## src/rtl/rxStatusFifoPkg.sv

```systemverilog
package rxStatusFifoPkg;
  // One stored character with its own status
  typedef struct packed {
    logic       overrun;
    logic       frameErr;
    logic       parityErr;
    logic       breakDet;
    logic [7:0] data;
  } rxEntry_t;

  // Strobes from control to datapath
  typedef struct packed {
    logic wrEn;   // append at tail
    logic ovwr;   // replace newest entry, tag overrun
    logic popEn;  // advance head
  } fifoStrobes_t;
endpackage

```

## src/rtl/rxFifoCtrl.sv

```systemverilog
module rxFifoCtrl
  import rxStatusFifoPkg::*;
#(
  parameter int DEPTH     = 8,
  parameter int HALF_FREE = 4,
  parameter int AGE_LIMIT = 30
) (
  input  logic         clk,
  input  logic         rstN,
  input  logic         pushValid,
  input  logic         readStrobe,
  input  logic         bitTick,
  output fifoStrobes_t strb,
  output logic         isFull,
  output logic         isHalf,
  output logic         isReady,
  output logic         isOld
);
  localparam int CNT_W = $clog2(DEPTH + 1);
  localparam int AGE_W = $clog2(AGE_LIMIT + 2);

  logic [CNT_W-1:0] count;
  logic [AGE_W-1:0] ageCnt;
  logic             ageClr;
  logic             ageInc;

  assign isReady = (count != '0);
  assign isFull  = (count == CNT_W'(DEPTH));
  assign isHalf  = (DEPTH - int'(count)) <= HALF_FREE;
  assign isOld   = isReady && (int'(ageCnt) > AGE_LIMIT);

  always_comb begin
    strb.popEn = readStrobe && isReady;
    strb.wrEn  = pushValid && (!isFull || strb.popEn);
    strb.ovwr  = pushValid && isFull && !strb.popEn;
  end

  assign ageClr = strb.popEn || (pushValid && !isReady);
  assign ageInc = bitTick && isReady && (int'(ageCnt) <= AGE_LIMIT);

  always_ff @(posedge clk) begin
    if (!rstN) begin
      count <= '0;
    end else begin
      count <= count + CNT_W'(strb.wrEn) - CNT_W'(strb.popEn);
    end
  end

  always_ff @(posedge clk) begin
    if (!rstN) begin
      ageCnt <= '0;
    end else if (ageClr) begin
      ageCnt <= '0;
    end else if (ageInc) begin
      ageCnt <= ageCnt + AGE_W'(1);
    end
  end
endmodule

```

## src/rtl/rxFifoData.sv

```systemverilog
module rxFifoData
  import rxStatusFifoPkg::*;
#(
  parameter int DEPTH = 8
) (
  input  logic         clk,
  input  logic         rstN,
  input  fifoStrobes_t strb,
  input  rxEntry_t     inEntry,
  output rxEntry_t     headEntry
);
  localparam int PTR_W = (DEPTH > 1) ? $clog2(DEPTH) : 1;
  localparam logic [PTR_W-1:0] LAST = PTR_W'(DEPTH - 1);

  rxEntry_t         mem [DEPTH];
  logic [PTR_W-1:0] wrPtr;
  logic [PTR_W-1:0] rdPtr;
  logic [PTR_W-1:0] newestPtr;

  function automatic logic [PTR_W-1:0] nextPtr(input logic [PTR_W-1:0] p);
    return (p == LAST) ? '0 : p + PTR_W'(1);
  endfunction

  assign newestPtr = (wrPtr == '0) ? LAST : wrPtr - PTR_W'(1);
  assign headEntry = mem[rdPtr];

  always_ff @(posedge clk) begin
    if (strb.wrEn) begin
      mem[wrPtr]         <= inEntry;
      mem[wrPtr].overrun <= 1'b0;
    end else if (strb.ovwr) begin
      mem[newestPtr]         <= inEntry;
      mem[newestPtr].overrun <= 1'b1;
    end
  end

  always_ff @(posedge clk) begin
    if (!rstN) begin
      wrPtr <= '0;
      rdPtr <= '0;
    end else begin
      if (strb.wrEn)  wrPtr <= nextPtr(wrPtr);
      if (strb.popEn) rdPtr <= nextPtr(rdPtr);
    end
  end
endmodule

```

## src/rtl/rxStatusFifo.sv

```systemverilog
module rxStatusFifo
  import rxStatusFifoPkg::*;
#(
  parameter int DEPTH     = 8,
  parameter int HALF_FREE = 4,
  parameter int AGE_LIMIT = 30
) (
  input  logic        clk,
  input  logic        rstN,
  input  logic        pushValid,
  input  logic [7:0]  pushData,
  input  logic        pushFrameErr,
  input  logic        pushParityErr,
  input  logic        pushBreak,
  input  logic        bitTick,
  input  logic        readStrobe,
  input  logic        enFull,
  input  logic        enHalf,
  input  logic        enReady,
  input  logic        enOld,
  output logic [15:0] readWord,
  output logic        irqFull,
  output logic        irqHalf,
  output logic        irqReady,
  output logic        irqOld
);
  fifoStrobes_t strb;
  rxEntry_t     inEntry;
  rxEntry_t     headEntry;
  logic isFull, isHalf, isReady, isOld;

  always_comb begin
    inEntry.overrun   = 1'b0;
    inEntry.frameErr  = pushFrameErr;
    inEntry.parityErr = pushParityErr;
    inEntry.breakDet  = pushBreak;
    inEntry.data      = pushData;
  end

  rxFifoCtrl #(.DEPTH(DEPTH), .HALF_FREE(HALF_FREE), .AGE_LIMIT(AGE_LIMIT)) i_ctrl (
    .clk(clk), .rstN(rstN), .pushValid(pushValid), .readStrobe(readStrobe),
    .bitTick(bitTick), .strb(strb), .isFull(isFull), .isHalf(isHalf),
    .isReady(isReady), .isOld(isOld)
  );

  rxFifoData #(.DEPTH(DEPTH)) i_data (
    .clk(clk), .rstN(rstN), .strb(strb), .inEntry(inEntry), .headEntry(headEntry)
  );

  assign readWord = {isFull, isHalf, isReady, isOld,
                     isReady ? 12'(headEntry) : 12'h000};

  assign irqFull  = isFull  && enFull;
  assign irqHalf  = isHalf  && enHalf;
  assign irqReady = isReady && enReady;
  assign irqOld   = isOld   && enOld;
endmodule

```

## config.mk

```make
export PLATFORM = sky130hd
export DESIGN_NAME = rxStatusFifo
export DESIGN_NICKNAME = d
export VERILOG_FILES = /design/src/rtl/rxStatusFifoPkg.sv /design/src/rtl/rxFifoCtrl.sv /design/src/rtl/rxFifoData.sv /design/src/rtl/rxStatusFifo.sv
export SDC_FILE = /design/constraint.sdc
export NUM_CORES = 1
export LEC_CHECK = 0
export ABC_AREA = 1
export BUFFER_PORTS_ARGS = -buffer_cell sky130_fd_sc_hd__buf_2
export CAP_MARGIN = 5
export CORE_MARGIN = 2
export CORE_UTILIZATION = 25
export DETAILED_ROUTE_END_ITERATION = 8
export PLACE_DENSITY = 0.48
export SYNTH_ARGS = -nofsm -noshare
export SYNTH_HDL_FRONTEND = slang
export SYNTH_SLANG_ARGS = --single-unit
```

## constraint.sdc

```tcl
create_clock -name clk -period 2.15 [get_ports clk]
set_input_delay 0.43 -clock clk [delete_from_list [all_inputs] [get_ports clk]]
set_output_delay 0.43 -clock clk [all_outputs]
set_load 0.01 [all_outputs]
```

==> results.md, run 1 <==
* Fillers at 2062
* Critical R2R Launch: i_ctrl.count[2]
* First-pass GRT wire length at 18.4 mm
* Leading area contributor after synthesis: edfxtp_1
* NumNets Final at 566
* Max Buffers Root-to-Sink at 2
* Post-route cell area at 6610 um2
* Hold Startpoint: pushData[6]
* Starting DRT DRC Count at around 180
* Ys Warns at 0
* Net Sw Frac at 0.334
* Final Hold Vio Count at 0
* Gate Count Post-Synth at 471
* CP Launch Type: flip-flop
* Post-Route WL at 12.2 mm
* Worst hold path depth at 1
* Row cnt at 52
* DP Area at 5690 um2
* CTS buffer count at 17
* Post-synth cell types at 30
* Ant diodes at 0
* R2R Setup Slk at 0.10 ns
* P_int at between 5 and 6 mW
* Pleak at approximately 2.6 nW
* Status: complete, no violations
* Vias in the first global route at 3447
* Wirelength per Cell at approximately 15 um
* Worst R2R End: i_ctrl.count[2]
* Pre-antenna DRT Iters at 4
* TritonCTS clock tree: done
* Die width at 146 um
* Antenna viol nets, final at 0
* Worst clock skew at around 0.0095 ns
* Hold Path Class: primary input to flip-flop
* Kind of critical path: flip-flop to output pin
* Vias/cell at ~4.4
* CTS clk-pin slew, worst paths at 0.05 ns
* Share of cells above drive strength 1 at 0.250
* Sequential element share of the synthesized area at 0.642
* H-tree depth at 4
* Chip height at about 150 um
* Clk Latency, worst-skew pair at 0.41 ns
* Final worst path period need at 2.14 ns
* I/O Pins at 40
* Hold_buf cts at 0
* Power consumption at 8.83 mW
* Data required, critical path at 1.72 ns
* FMAX at 467 MHz
* P_sw at roughly 2.9 mW
* Combinational cell fraction of total power at 0.368
* Most frequent cells in the layout: nor2_1 (102), edfxtp_1 (96), nand2_1 (58)
* Layout area overhead at 30.8%
* Cell area after synthesis at ~5100 um2
* Slew margin rel. at 0.734
* GP Congestion at 0.741
* Final worst path period share at 0.996
* Die area at 21400 um2
* Setup Viol. Count Final at 0
* Worst Hold Path EP: i_data.mem[4][6]
* Power per cell area at approximately 1300 nW/um2
* Clock share of power at 0.310
* Clk root buf: clkbuf_16
* Flops & latches, synth at approximately 110
* Yosys top cell area share at 0.570
* Max Cap Violations at 0
* DRC violations left at 0
* Vias at approximately 3500
* Arr. time, crit path at 1.71 ns
* Setup Total Neg Slack at 0 ns
* Final number of max-transition violations at 0
* CTS sink count at 114
* Initial Utilization at 0.252
* Core area at 20000 um2
* WHS at 0.300 ns
* Dpl hpwl at 6.78 mm
* Synth top area cells: edfxtp_1 (57%), nor2_1 (8.8%), dfxtp_1 (7.1%), o21ai_0 (5.0%), nand2_1 (4.3%)
* Total GRT Usage at 0.115
* Worst IR Drop VDD at 0.608 mV
* Largest net degree at the start of global routing at 25
* Grt ovf at 0
* Sequential power share at 0.323
* FF-to-FF path depth at 13
* Unrepaired setup endpoints after global routing: true
* Leading cell type in the layout, fill and taps excluded: nor2_1
* Fin util at 0.330
* Worst Max-Slew Pin Slew at 0.397 ns
* Syn nets at approximately 510
* Initial antenna violation count at 0
* Crit path max fanout at 24
* Crit. End Element: output pin
* Post-Syn Area per Cell at around 11 um2
* PortBufs at 39
[layer usage]
metal  wire length (um)  vias up  GRT usage
met4                110        0     0.0379
li1                   -     1739          -
met2               5970       61      0.193
met1               5630     1740      0.142
met3                499        8     0.0328
met5                  0        -          0
[worst max-delay path, stage by stage (launching register included)]
cell and delay, ns:
dfxtp_4 0.40, inv_4 0.13, buf_12 0.18, nor2_1 0.06
o211ai_1 0.16, nand2_1 0.08, nor2_2 0.13, buf_2 0.15
[registers in the layout (all words and copies together), names as in the netlist, named ones only]
signal         count
i_data.wrPtr       3
i_data.rdPtr       3
i_ctrl.count       4
i_data.mem        96
i_ctrl.ageCnt      5
[logic make-up after synthesis]
kind of cell | share of synthesized area
DFF | 0.642
adders and majority gates | 0.0386
buffers and inverters | 0.0510
AOI/OAI and AO/OA | 0.0916
xor gates and xnor gates | 0.00520
and+or+nand+nor | 0.172
[worst max-delay path by stage]
stage                         start              end  slack, ns
global placement    i_ctrl.count[2]  i_ctrl.count[2]       0.18
finish                    flip-flop      readWord[4]      0.009
floorplan           i_ctrl.count[2]  i_ctrl.count[2]       0.08
global route              flip-flop      readWord[8]      -0.11
detailed placement  i_ctrl.count[2]  i_ctrl.count[2]       0.13
CTS                       flip-flop      readWord[0]      -0.03
[metrics by stage]
stage                     cells  worst slack (ns)
after global placement      774             0.176
after global routing        813            -0.111
final                       813           0.00884
after floorplan             471            0.0789
after detailed placement    774             0.133
after CTS                   810           -0.0264
[synthesized netlist by cell type (all sizes together)]
cell,n
a21o,1
a21oi,7
buf,14
clkbuf,10
dfxtp,18
edfxtp,96
fa,1
ha,14
inv,30
nand2,65
nand3,13
nand3b,3
nor2,120
nor3b,1
o211ai,12
o21ai,51
o22ai,12
xnor2,1
xor2,2
[cell type report]
class                           instances  area [um2]  share of cell area
Inverter                               30         119              0.0180
Multi-Input combinational cell        303        1650               0.249
Tap cell                              270         338              0.0511
Timing Repair Buffer                   65         681               0.103
Sequential cell                       114        3250               0.492
Clock inverter                         12         141              0.0214
Clock buffer                           19         433              0.0655
[power groups by stage]
| stage | Sequential [mW] | Clock (mW) | Combinational, mW |
|---|---|---|---|
| after detailed placement | 2.84 | 0 | 2.55 |
| after global routing | 2.88 | 2.90 | 3.58 |
| after CTS | 2.82 | 2.80 | 3.02 |
| after global placement | 2.83 | 0 | 2.52 |
| final | 2.85 | 2.73 | 3.25 |
| after floorplan | 2.81 | 0 | 1.71 |
[timing repair]
| item | in CTS | in global routing |
|---|---|---|
| pin swaps | 3 | 7 |
| cloned | 3 | 3 |
| setup endpoints to repair | 15 | 112 |
| gates resized for setup | 17 | 44 |
| buffers inserted | 2 | 0 |
No activity file was read; power rests on OpenSTA's default activity.
==> run 2, diff against run 1 <==
--- a/config.mk
+++ b/config.mk
@@ -9,9 +9,9 @@
 export BUFFER_PORTS_ARGS = -buffer_cell sky130_fd_sc_hd__buf_2
 export CAP_MARGIN = 5
 export CORE_MARGIN = 2
-export CORE_UTILIZATION = 25
+export CORE_UTILIZATION = 54
 export DETAILED_ROUTE_END_ITERATION = 8
-export PLACE_DENSITY = 0.48
+export PLACE_DENSITY = 0.83
 export SYNTH_ARGS = -nofsm -noshare
 export SYNTH_HDL_FRONTEND = slang
 export SYNTH_SLANG_ARGS = --single-unit
==> run 2 against run 1 <==
The run now ends with negative setup slack left. Maximum frequency fell by 6.9%. Worst setup slack got worse by 0.16 ns. Clock skew shrank 0.0012 ns. Cell count is 18% lower. Clock power is 12% higher. Via count is 7.6% higher. Utilization increased by 38 points. Hold slack worse by 0.13 ns. Critical path depth rose by 1. Sequential power is essentially flat. Die area down 53%. Largest cell class unchanged.
==> results.md, run 2 (synthesis gave the netlist of run 1 again) <==
* Final Hold Vio Count at 0 (unchanged)
* Failing checks: negative setup slack
* TritonCTS clock tree: done
* Final worst path period share at 1.07 (+0.0739)
* DRC violations left at 0 (unchanged)
* Worst clock skew at 0.00825 ns (-0.00121 ns)
* Max Cap Violations at 0 (unchanged)
* CTS sink count at 114 (unchanged)
* Vias in the first global route at 3821 (+11%)
* Die width at 101 um (-31%)
* Layout area overhead at 28.2%
* CTS buffer count at 17 (unchanged)
* Share of cells above drive strength 1 at 0.267 (+0.0167)
* Crit. End Element: output pin
* Hold Path Class: primary input to flip-flop
* Chip height at 101 um (-31%)
* Fin cells at 665 (-18%)
* Vias at 3818 (+7.6%)
* H-tree depth at 4 (unchanged)
* Clock share of power at 0.329 (+0.019)
* Unrepaired setup endpoints after global routing: true
* Vias/cell at 5.74 (+32%)
* Most frequent cells in the layout: nor2_1 (113), edfxtp_1 (96), nand2_1 (57)
* FMAX at 435 MHz (-6.9%)
* NumNets Final at 576 (+1.8%)
* Arr. time, crit path at 1.87 ns (+0.16 ns)
* Slew margin rel. at 0.724 (-0.0108)
* Worst Max-Slew Pin Slew at 0.413 ns (+0.0161 ns)
* Row cnt at 35 (-33%)
* WHS at 0.175 ns (-0.125 ns)
* Largest net degree at the start of global routing at 25 (unchanged)
* CTS clk-pin slew, worst paths at 0.06 ns (about the same)
* I/O Pins at 40 (unchanged)
* Total GRT Usage at 0.258 (+0.143)
* Initial Utilization at 0.552 (+0.300)
* GP Congestion at 0.746 (+0.61%)
* Hold_buf cts at 0 (unchanged)
* Combinational cell fraction of total power at 0.363 (-0.005)
* Crit path max fanout at 12 (-50%)
* Power per cell area at 1440 nW/um2 (+7.6%)
* P_int at 6.16 mW (+4.7%)
* Kind of critical path: flip-flop to output pin
* Worst IR Drop VDD at 1.06 mV (+74%)
* Fillers at 583 (-72%)
* Clk Latency, worst-skew pair at 0.52 ns (+0.11 ns)
* Final worst slack at -0.150 ns (-0.159 ns)
* Post-Route WL at 12.8 mm (+4.8%)
* Clk root buf: clkbuf_8
* Final worst path period need at 2.30 ns (+0.159 ns)
* Net Sw Frac at 0.338 (+0.00479)
* Placed Cells at 615 (-21%)
* PortBufs at 39 (unchanged)
* Pre-antenna DRT Iters at 5 (+1)
* Sequential power share at 0.308 (-0.015)
* Regs by FF count: i_data.mem (96), i_ctrl.ageCnt (5), i_ctrl.count (4)
* Pleak at 2.62 nW (+2.7%)
* Status: finished, violations left
* Setup Viol. Count Final at 12 (+12)
* Dpl hpwl at 6.34 mm (-6.6%)
* Final number of max-transition violations at 0 (unchanged)
* Max reg flops at 96 (unchanged)
* Max Buffers Root-to-Sink at 2 (unchanged)
* Antenna viol nets, final at 0 (unchanged)
* Ant diodes at 0 (unchanged)
* Starting DRT DRC Count at 460 (+160%)
* Initial antenna violation count at 0 (unchanged)
* Wirelength per Cell at 19.2 um (+28%)
* P_sw at 3.15 mW (+7.0%)
* Leading cell type in the layout, fill and taps excluded: nor2_1
* Biggest register: i_data.mem
* Grt ovf at 0 (unchanged)
* Data required, critical path at 1.72 ns (about the same)
* CP Launch Type: flip-flop
* Core area at 9150 um2 (-54%)
* First-pass GRT wire length at 19.1 mm (+3.8%)
* Die area at 10200 um2 (-53%)
-- run 2: changes by cell type in the layout (fill, tap and decap cells not counted), sizes merged --
cell | previous run | this run
buf | 62 | 73
bufinv | 3 | 5
clkbuf | 22 | 19
inv | 29 | 30
-- run 2: cell type report --
class                      instances  area [um2]  share of cell area
clock buffer                      17         414              0.0639
clock inverter                    15         233              0.0359
inverter                          30         124              0.0191
multi-input combinational        303        1620               0.249
sequential                       114        3260               0.503
tap                              111         139              0.0214
timing repair buffer              75         699               0.108
-- run 2: layer usage --
metal / up-vias / global-route usage / routed length, um
li1: 1760 / - / -
met1: 1846 / 0.296 / 4720
met2: 178 / 0.469 / 6810
met3: 34 / 0.0541 / 955
met4: 0 / 0.100 / 298
met5: - / 0 / 0
-- run 2: metrics by stage --
step	setup slack (ns)	total power, mW	utilization	cell area, um2	setup TNS, ns
finish	-0.150	9.31	0.708	6480	-0.873
floorplan	0.0789	4.53	-	5050	0
CTS	-0.0896	9.04	0.694	6360	-0.793
global placement	0.147	5.16	0.593	5430	0
global route	-0.197	9.72	0.708	6480	-3.70
detailed placement	0.0799	5.30	0.593	5430	0
-- run 2: timing repair --
action,CTS,global route
buffers inserted,8,4
endpoints found under the setup margin,15,28
pin swaps,5,20
cloned,5,2
gates resized for setup,44,31
-- run 2: final timing paths --
| check | startpoint | to | slack (ns) | cells past startpoint |
|---|---|---|---|---|
| setup / recovery | flip-flop | readWord[11] | -0.15 | 8 |
| hold / removal | pushBreak | i_data.mem[5][8] | 0.17 | 1 |
| setup reg to reg | i_ctrl.count[2] | i_ctrl.count[1] | 0.06 | 12 |
| hold reg to reg | i_ctrl.ageCnt[3] | i_ctrl.ageCnt[3] | 0.50 | 2 |
-- run 2: power by group through the flow --
stage / clock [mW] / sequential [mW] / combinational [mW]
CTS: 3.07 / 2.85 / 3.12
finish: 3.06 / 2.87 / 3.38
global placement: 0 / 2.85 / 2.31
detailed placement: 0 / 2.86 / 2.43
global route: 3.18 / 2.89 / 3.66
floorplan: 0 / 2.81 / 1.71
-- run 2: worst max-delay path, cell delays in order (launching register included) --
cell and delay [ns]:
dfxtp_4 0.42, buf_12 0.16, nor2_1 0.06, nor2_1 0.08
o21ai_1 0.09, o211ai_1 0.13, nand2_1 0.10, nor2_2 0.14
buf_2 0.15
